[config.mk]
export PLATFORM = sky130hd
export DESIGN_NAME = scan_tap_sram
export DESIGN_NICKNAME = d
export VERILOG_FILES = /design/src/rtl/scan_tap_pkg.sv /design/src/rtl/tap_fsm.sv /design/src/rtl/tap_ir.sv /design/src/rtl/tap_dr.sv /design/src/rtl/scan_tap_sram.sv
export SDC_FILE = /design/constraint.sdc
export NUM_CORES = 1
export LEC_CHECK = 0
export BUFFER_PORTS_ARGS = -buffer_cell sky130_fd_sc_hd__clkbuf_2
export CAP_MARGIN = 20
export CELL_PAD_IN_SITES_DETAIL_PLACEMENT = 1
export CELL_PAD_IN_SITES_GLOBAL_PLACEMENT = 1
export CORE_ASPECT_RATIO = 0.9
export CORE_UTILIZATION = 44
export DETAILED_ROUTE_END_ITERATION = 16
export PLACE_DENSITY_LB_ADDON = 0.1
export SYNTH_ARGS = -nofsm -noshare
export SYNTH_HDL_FRONTEND = slang
export SYNTH_SLANG_ARGS = --single-unit
[constraint.sdc]
create_clock -name tck -period 2.2 [get_ports tck]
set_input_delay 0.33 -clock tck [delete_from_list [all_inputs] [get_ports tck]]
set_output_delay 0.33 -clock tck [all_outputs]
set_load 0.01 [all_outputs]
[src/rtl/scan_tap_pkg.sv]
package scan_tap_pkg;

   localparam int OP_W = 3;

   typedef enum logic [3:0] {
      TS_RESET    = 4'd0,
      TS_IDLE     = 4'd1,
      TS_DR_SEL   = 4'd2,
      TS_DR_CAP   = 4'd3,
      TS_DR_SHIFT = 4'd4,
      TS_DR_EXIT1 = 4'd5,
      TS_DR_PAUSE = 4'd6,
      TS_DR_EXIT2 = 4'd7,
      TS_DR_UPD   = 4'd8,
      TS_IR_SEL   = 4'd9,
      TS_IR_CAP   = 4'd10,
      TS_IR_SHIFT = 4'd11,
      TS_IR_EXIT1 = 4'd12,
      TS_IR_PAUSE = 4'd13,
      TS_IR_EXIT2 = 4'd14,
      TS_IR_UPD   = 4'd15
   } tap_state_t;

   typedef enum logic [OP_W-1:0] {
      OP_EXTEST  = 3'b000,
      OP_IDCODE  = 3'b001,
      OP_SAMPLEZ = 3'b010,
      OP_RSV3    = 3'b011,
      OP_SAMPLE  = 3'b100,
      OP_RSV5    = 3'b101,
      OP_RSV6    = 3'b110,
      OP_BYPASS  = 3'b111
   } tap_op_t;

   typedef enum logic [1:0] {
      PATH_BYP = 2'd0,
      PATH_ID  = 2'd1,
      PATH_BSR = 2'd2
   } dr_path_t;

   typedef struct packed {
      dr_path_t path;
      logic     force_hiz;
      logic     test_drive;
   } op_dec_t;

   function automatic op_dec_t decode_op(tap_op_t op);
      op_dec_t d;
      d = '{path: PATH_BYP, force_hiz: 1'b0, test_drive: 1'b0};
      case (op)
         OP_EXTEST:  begin d.path = PATH_BSR; d.test_drive = 1'b1; end
         OP_IDCODE:  d.path = PATH_ID;
         OP_SAMPLEZ: begin d.path = PATH_BSR; d.force_hiz = 1'b1; end
         OP_SAMPLE:  d.path = PATH_BSR;
         default:    d.path = PATH_BYP;
      endcase
      return d;
   endfunction

   function automatic tap_state_t next_state(tap_state_t s, logic m);
      tap_state_t n;
      case (s)
         TS_RESET:    n = m ? TS_RESET    : TS_IDLE;
         TS_IDLE:     n = m ? TS_DR_SEL   : TS_IDLE;
         TS_DR_SEL:   n = m ? TS_IR_SEL   : TS_DR_CAP;
         TS_DR_CAP:   n = m ? TS_DR_EXIT1 : TS_DR_SHIFT;
         TS_DR_SHIFT: n = m ? TS_DR_EXIT1 : TS_DR_SHIFT;
         TS_DR_EXIT1: n = m ? TS_DR_UPD   : TS_DR_PAUSE;
         TS_DR_PAUSE: n = m ? TS_DR_EXIT2 : TS_DR_PAUSE;
         TS_DR_EXIT2: n = m ? TS_DR_UPD   : TS_DR_SHIFT;
         TS_DR_UPD:   n = m ? TS_DR_SEL   : TS_IDLE;
         TS_IR_SEL:   n = m ? TS_RESET    : TS_IR_CAP;
         TS_IR_CAP:   n = m ? TS_IR_EXIT1 : TS_IR_SHIFT;
         TS_IR_SHIFT: n = m ? TS_IR_EXIT1 : TS_IR_SHIFT;
         TS_IR_EXIT1: n = m ? TS_IR_UPD   : TS_IR_PAUSE;
         TS_IR_PAUSE: n = m ? TS_IR_EXIT2 : TS_IR_PAUSE;
         TS_IR_EXIT2: n = m ? TS_IR_UPD   : TS_IR_SHIFT;
         default:     n = m ? TS_DR_SEL   : TS_IDLE;
      endcase
      return n;
   endfunction

endpackage

[src/rtl/tap_fsm.sv]
module tap_fsm
   import scan_tap_pkg::*;
(
   input  logic       tck,
   input  logic       rst_n,
   input  logic       tms,
   output tap_state_t state
);

   always_ff @(posedge tck or negedge rst_n) begin
      if (!rst_n) state <= TS_RESET;
      else        state <= next_state(state, tms);
   end

endmodule

[src/rtl/tap_ir.sv]
module tap_ir
   import scan_tap_pkg::*;
(
   input  logic            tck,
   input  logic            rst_n,
   input  tap_state_t      state,
   input  logic            tdi,
   output logic [OP_W-1:0] ir_sh,
   output tap_op_t         op_q
);

   localparam logic [OP_W-1:0] CAP_PAT = {{(OP_W-2){1'b0}}, 2'b01};

   // shift stage: rising edge
   always_ff @(posedge tck or negedge rst_n) begin
      if (!rst_n) begin
         ir_sh <= CAP_PAT;
      end else begin
         case (state)
            TS_IR_CAP:   ir_sh <= CAP_PAT;
            TS_IR_SHIFT: ir_sh <= {tdi, ir_sh[OP_W-1:1]};
            default:     ir_sh <= ir_sh;
         endcase
      end
   end

   // active instruction: falling edge
   always_ff @(negedge tck or negedge rst_n) begin
      if (!rst_n)                 op_q <= OP_IDCODE;
      else if (state == TS_RESET) op_q <= OP_IDCODE;
      else if (state == TS_IR_UPD) op_q <= tap_op_t'(ir_sh);
   end

endmodule

[src/rtl/tap_dr.sv]
module tap_dr
   import scan_tap_pkg::*;
#(
   parameter int               NUM_IN  = 8,
   parameter int               NUM_OUT = 8,
   parameter int               ID_W    = 32,
   parameter logic [ID_W-1:0]  ID_VAL  = 32'h2B73_9A4D
)(
   input  logic               tck,
   input  logic               rst_n,
   input  tap_state_t         state,
   input  dr_path_t           path,
   input  logic               tdi,
   input  logic [NUM_IN-1:0]  pin_in,
   input  logic [NUM_OUT-1:0] pad_val,
   output logic               dr_tdo,
   output logic [ID_W-1:0]    id_sh,
   output logic [NUM_OUT-1:0] bsr_upd
);

   localparam int BSR_W = NUM_IN + NUM_OUT;

   logic [BSR_W-1:0] bsr_sh;
   logic             byp_q;

   always_ff @(posedge tck or negedge rst_n) begin
      if (!rst_n) begin
         bsr_sh <= '0;
         id_sh  <= '0;
         byp_q  <= 1'b0;
      end else if (state == TS_DR_CAP) begin
         case (path)
            PATH_BSR: bsr_sh <= {pad_val, pin_in};
            PATH_ID:  id_sh  <= ID_VAL;
            default:  byp_q  <= 1'b0;
         endcase
      end else if (state == TS_DR_SHIFT) begin
         case (path)
            PATH_BSR: bsr_sh <= {tdi, bsr_sh[BSR_W-1:1]};
            PATH_ID:  id_sh  <= {tdi, id_sh[ID_W-1:1]};
            default:  byp_q  <= tdi;
         endcase
      end
   end

   // update stage for the output cells, falling edge
   always_ff @(negedge tck or negedge rst_n) begin
      if (!rst_n)
         bsr_upd <= '0;
      else if (state == TS_DR_UPD && path == PATH_BSR)
         bsr_upd <= bsr_sh[BSR_W-1:NUM_IN];
   end

   always_comb begin
      case (path)
         PATH_BSR: dr_tdo = bsr_sh[0];
         PATH_ID:  dr_tdo = id_sh[0];
         default:  dr_tdo = byp_q;
      endcase
   end

endmodule

[src/rtl/scan_tap_sram.sv]
module scan_tap_sram
   import scan_tap_pkg::*;
#(
   parameter int               NUM_IN  = 8,
   parameter int               NUM_OUT = 8,
   parameter int               ID_W    = 32,
   parameter logic [ID_W-1:0]  ID_VAL  = 32'h2B73_9A4D
)(
   input  logic               tck,
   input  logic               tms,
   input  logic               tdi,
   input  logic               trst_n,
   output logic               tdo,
   output logic               tdo_oe,
   input  logic [NUM_IN-1:0]  pin_in,
   input  logic [NUM_OUT-1:0] func_out,
   input  logic [NUM_OUT-1:0] func_oe,
   output logic [NUM_OUT-1:0] pad_out,
   output logic [NUM_OUT-1:0] pad_oe,
   output logic               ctl_hiz,
   output logic               ctl_test_sel
);

   if (NUM_IN < 1) begin : g_chk_in
      $error("NUM_IN must be at least 1");
   end
   if (NUM_OUT < 1) begin : g_chk_out
      $error("NUM_OUT must be at least 1");
   end
   if (ID_W < 2) begin : g_chk_idw
      $error("ID_W must be at least 2");
   end
   if (ID_VAL[0] != 1'b1) begin : g_chk_idlsb
      $error("ID_VAL bit 0 must be 1");
   end

   tap_state_t         state;
   tap_op_t            op_q;
   logic [OP_W-1:0]    ir_sh;
   op_dec_t            dec;
   logic               dr_tdo;
   logic [ID_W-1:0]    id_sh;
   logic [NUM_OUT-1:0] bsr_upd;
   logic               tdo_q;
   logic               tdo_oe_q;

   tap_fsm u_fsm (
      .tck   (tck),
      .rst_n (trst_n),
      .tms   (tms),
      .state (state)
   );

   tap_ir u_ir (
      .tck   (tck),
      .rst_n (trst_n),
      .state (state),
      .tdi   (tdi),
      .ir_sh (ir_sh),
      .op_q  (op_q)
   );

   assign dec          = decode_op(op_q);
   assign ctl_hiz      = dec.force_hiz;
   assign ctl_test_sel = dec.test_drive;

   for (genvar g = 0; g < NUM_OUT; g++) begin : g_pad
      assign pad_out[g] = dec.test_drive ? bsr_upd[g] : func_out[g];
      assign pad_oe[g]  = dec.force_hiz  ? 1'b0 :
                          (dec.test_drive ? 1'b1 : func_oe[g]);
   end

   tap_dr #(
      .NUM_IN  (NUM_IN),
      .NUM_OUT (NUM_OUT),
      .ID_W    (ID_W),
      .ID_VAL  (ID_VAL)
   ) u_dr (
      .tck     (tck),
      .rst_n   (trst_n),
      .state   (state),
      .path    (dec.path),
      .tdi     (tdi),
      .pin_in  (pin_in),
      .pad_val (pad_out),
      .dr_tdo  (dr_tdo),
      .id_sh   (id_sh),
      .bsr_upd (bsr_upd)
   );

   always_ff @(negedge tck or negedge trst_n) begin
      if (!trst_n) begin
         tdo_q    <= 1'b0;
         tdo_oe_q <= 1'b0;
      end else begin
         tdo_oe_q <= (state == TS_IR_SHIFT) || (state == TS_DR_SHIFT);
         if (state == TS_IR_SHIFT)      tdo_q <= ir_sh[0];
         else if (state == TS_DR_SHIFT) tdo_q <= dr_tdo;
      end
   end

   assign tdo    = tdo_q;
   assign tdo_oe = tdo_oe_q;

endmodule

# Word-level counts from Yosys, hierarchy flattened
# Cells that the tools add are included.
[word_totals]
latchBits = 0
wordCells = 103
memories = 0
out_inout_bits = 20
mem_bits_ro = 0
regBits = 69
ram_bits = 0
[classes]
mux = 58
div = 0
mul = 0
shift = 0
order_cmp = 0
n_eq_ne = 21
bitwise_logic = 0
n_addsub = 0
n_reduce_logical = 15
[ops]
columns = ["operator", "n"]
rows = [
  ["two-way mux 32 bit", 4],
  ["two-way mux 16 bit", 4],
  ["case mux 4 bit (11 select lines)", 1],
  ["two-way mux 1 bit", 35],
  ["equality test 4 bit, second input constant", 8],
  ["equality test 4 x 3 -> 1 bit, second input constant", 4],
  ["two-way mux 4 bit", 4],
  ["two-way mux 3 bit", 4],
  ["equality test 4 x 2 -> 1 bit, second input constant", 2],
  ["nonzero test 2 bit", 4],
  ["two-way mux 2 bit", 3],
  ["case mux 3 bit (2 select lines)", 1],
  ["OR reduction 2 bit", 3],
  ["logical NOT 4 bit", 1],
  ["inequality test 2 bit, second input constant", 2],
  ["case mux 2 bit (2 select lines)", 1],
  ["AND reduction 2 bit", 2],
  ["equality test 3 x 1 -> 1 bit, second input constant", 1],
  ["equality test 3 x 2 -> 1 bit, second input constant", 1],
  ["equality test 3 bit, second input constant", 1],
  ["logical NOT 3 bit", 1],
  ["AND reduction 3 bit", 1],
  ["OR reduction 3 bit", 1],
  ["equality test 2 x 1 -> 1 bit, second input constant", 1],
  ["other kinds (4)", 4],
]

# Longest topological paths before layout
[depth]
ltp_word = 8
mapped_depth = 8
ltp_nobuf = 7

# Hierarchy
# A second synthesis with hierarchy kept.
[unflattened]
hier_cells = 332
area_unflattened_um2 = 3585.9
[by_module_without_submodules]
columns = ["module", "cells_per_inst", "seq_area_each_um2", "area_each_um2", "instances"]
rows = [
  ["tap_dr", 209, 1426.4, 2700.1, 1],
  ["scan_tap_sram", 56, 50.0, 300.3, 1],
  ["tap_fsm", 37, 100.1, 300.3, 1],
  ["tap_ir", 30, 152.6, 285.3, 1],
]

==> run summary <==
setup violators final: 82
Tightest Pin Transition: 0.686 ns
synthesis warning total: 0
CTS tree: done
Root Buffer: clkbuf_8
peak fanout along the critical path: 8
Chip Width: 93.5 um
GPL Wtd Cong: 0.796
Net Count, Synth: 373
die height: 84.4 um
Reg clk slew, reported paths: 0.09 ns
DP HPWL: 6060 um
Worst setup EP type: flop
fill cell count: 697
Tightest Hold Check Type: in2reg
drt pass-1 iters: 4
syn_area_per_cell: 9.67 sq um
Area Overhead vs Synth: 57.9%
Final WS setup: -1.07 ns
ANT cells: 0
clk_lat worst skew: 0.42 ns
synth unique cells: 37
clk_skew: 0.0798 ns
number of global-route vias before repair: 3516
Worst EP required: 2.48 ns
FF+latch count, synth: 69
layout cells sized above 1: 0.556
Cell Area, Synth: 3320 sq um
CP Launch Type: flop
num rows: 29
critical path class: reg2reg
clk sinks: 69
final wirelength: 15500 um
Hold WS: 0.264 ns
drt wl/cell: 28.0 um
core area: 7180 sq um
H-tree lvl count: 3
Leak: 2.44 nW
global-route wire length before repair: 19500 um
Peak VDD IR: 0.835 mV
Initial Utilization: 0.462
Total GRT Usage: 0.338
most frequent cells in the layout: dfrtp_1, buf_4, clkbuf_2, nand2_1, o21ai_2
Crit path arrival time: 3.55 ns
most common cell after layout, fill and taps aside: dfrtp_1
area of the multi-input gates: 1940 sq um
max_slew headroom: 0.542
Remaining DRCs: 0
drt initial violations: 234
vias per inst: 6.08
largest net degree at the start of global routing: 25
Pwr Density: 1500 nW/um^2
IO Pins: 48
Max Slew Vio Count: 0
CTS Buf Count: 9
Register Area: 1730 sq um
outcome: finished, violations left
number of buffers added on ports: 47
DR vias: 3354
Syn Inst Count: 343
Die ar.: 7890 sq um
initial antenna violation count: 0
Fin. Hold Viols: 0
Final TNS setup: -69.17 ns
register area share after synthesis: 0.521
Max clock buf depth: 2
# nets final: 484
failing checks: setup timing
MaxCap Viol Count: 0
post-route ant nets: 0
RSZ-0062 raised after global routing: true
global route overflow: 0
## synthesized netlist by cell type
cell / count / share of area
a211oi_1: 1 / 0.0023
a21o_1: 9 / 0.020
a21oi_1: 8 / 0.012
a221o_1: 3 / 0.0091
a221oi_1: 1 / 0.0026
a22oi_1: 1 / 0.0023
and3b_1: 1 / 0.0026
buf_2: 9 / 0.014
buf_4: 3 / 0.0068
buf_6: 2 / 0.0068
clkbuf_1: 6 / 0.0068
clkbuf_2: 3 / 0.0045
dfrtn_1: 12 / 0.091
dfrtp_1: 55 / 0.41
dfstp_2: 2 / 0.016
ha_1: 2 / 0.0075
inv_1: 11 / 0.012
mux2_1: 1 / 0.0034
mux2_2: 15 / 0.051
mux2i_1: 19 / 0.057
nand2_1: 72 / 0.081
nand2_2: 1 / 0.0019
nand3_1: 3 / 0.0045
nand3_2: 1 / 0.0030
nand4_1: 2 / 0.0038
nor2_1: 23 / 0.026
nor2b_1: 4 / 0.0075
nor3_4: 2 / 0.0098
nor3b_2: 1 / 0.0038
o211ai_2: 2 / 0.0075
o21ai_0: 38 / 0.057
o21ai_1: 20 / 0.030
o22ai_1: 5 / 0.0094
o31ai_1: 1 / 0.0023
o32a_1: 1 / 0.0030
or2_2: 1 / 0.0019
or3_1: 2 / 0.0038
## path summary, 6_finish.rpt
kind                                             start  cells past startpoint                          end  slack, ns
setup / recovery              u_ir.op_q[0]$_DFFE_NN1P_                      9   u_dr.id_sh[26]$_DFFE_PN0P_      -1.07
setup reg to reg              u_ir.op_q[0]$_DFFE_NN1P_                      9   u_dr.id_sh[26]$_DFFE_PN0P_      -1.07
min in group asynchronous                       trst_n                      2    u_ir.ir_sh[1]$_DFFE_PN0P_       0.43
max in group asynchronous                       trst_n                      3  u_dr.bsr_upd[1]$_DFFE_NN0P_       0.22
hold / removal                               pin_in[7]                      3   u_dr.bsr_sh[7]$_DFFE_PN0P_       0.26
hold reg to reg            u_dr.bsr_upd[2]$_DFFE_NN0P_                      1  u_dr.bsr_upd[2]$_DFFE_NN0P_       0.47
## cell families (layout without fill, tap and decap cells)
kind of cell	count (synthesis)	count (layout)	share of synthesized area
simple gates	113	113	0.150
buf+inv	34	150	0.0509
compound gates	90	90	0.158
mux	35	35	0.112
flops	69	69	0.521
fa+ha+maj	2	2	0.00754
## area by class of cell
| class | count | share of cell area |
|---|---|---|
| multi-input combinational | 240 | 0.371 |
| sequential | 69 | 0.331 |
| timing repair buffer | 123 | 0.229 |
| clock buffer | 11 | 0.0270 |
| tap | 93 | 0.0222 |
| clock inverter | 6 | 0.0119 |
| inverter | 10 | 0.00860 |
## per-layer routing
| metal | routed length (um) | vias to the layer above | global-route usage |
|---|---|---|---|
| met5 | 0 | - | 0 |
| met4 | 595 | 0 | 0.158 |
| met3 | 831 | 52 | 0.0616 |
| met2 | 7950 | 179 | 0.589 |
| met1 | 6100 | 1720 | 0.404 |
| li1 | - | 1403 | - |
## worst max-delay path: stages, from the launching register on
cell and delay [ns]:
dfstp_2 0.38, buf_6 0.13, a21oi_1 0.41, inv_1 0.23, ha_4 0.23, o211ai_4 0.16, buf_12 0.18, buf_12 0.14
nand2_1 0.07, o21ai_1 0.09
## report_power, final
group | switching [mW] | internal (mW)
sequential | 0.509 | 1.76
combinational | 2.42 | 2.04
clock | 0.581 | 0.561
## flip-flops by register name (all words and copies together), names as in the netlist
name	flops
u_ir.op_q	3
u_dr.bsr_sh	16
u_fsm.state	4
tdo	1
u_dr.bsr_upd	8
u_dr.byp_q	1
u_ir.ir_sh	3
tdo_oe	1
u_dr.id_sh	32
## per-stage QoR
stage | instances | util | power [mW] | cell area [sq um] | setup WS, ns
after CTS | 538 | 0.673 | 6.73 | 4840 | -0.936
after global routing | 552 | 0.729 | 8.12 | 5240 | -1.08
after floorplan | 343 | - | 3.77 | 3500 | -0.593
after detailed placement | 497 | 0.549 | 4.45 | 3950 | -0.652
after global placement | 497 | 0.549 | 4.27 | 3950 | -0.590
final | 552 | 0.729 | 7.86 | 5240 | -1.07
## what timing repair did
action | in CTS | in global routing
hold buffers | 1 | 0
cloned | 11 | 1
pin swaps | 19 | 15
resized for setup | 87 | 82
setup buffers | 14 | 16
setup endpoints to repair | 82 | 82
hold endpoints to repair | 2 | 0
Note: power is estimated with default switching activity, not from simulation.
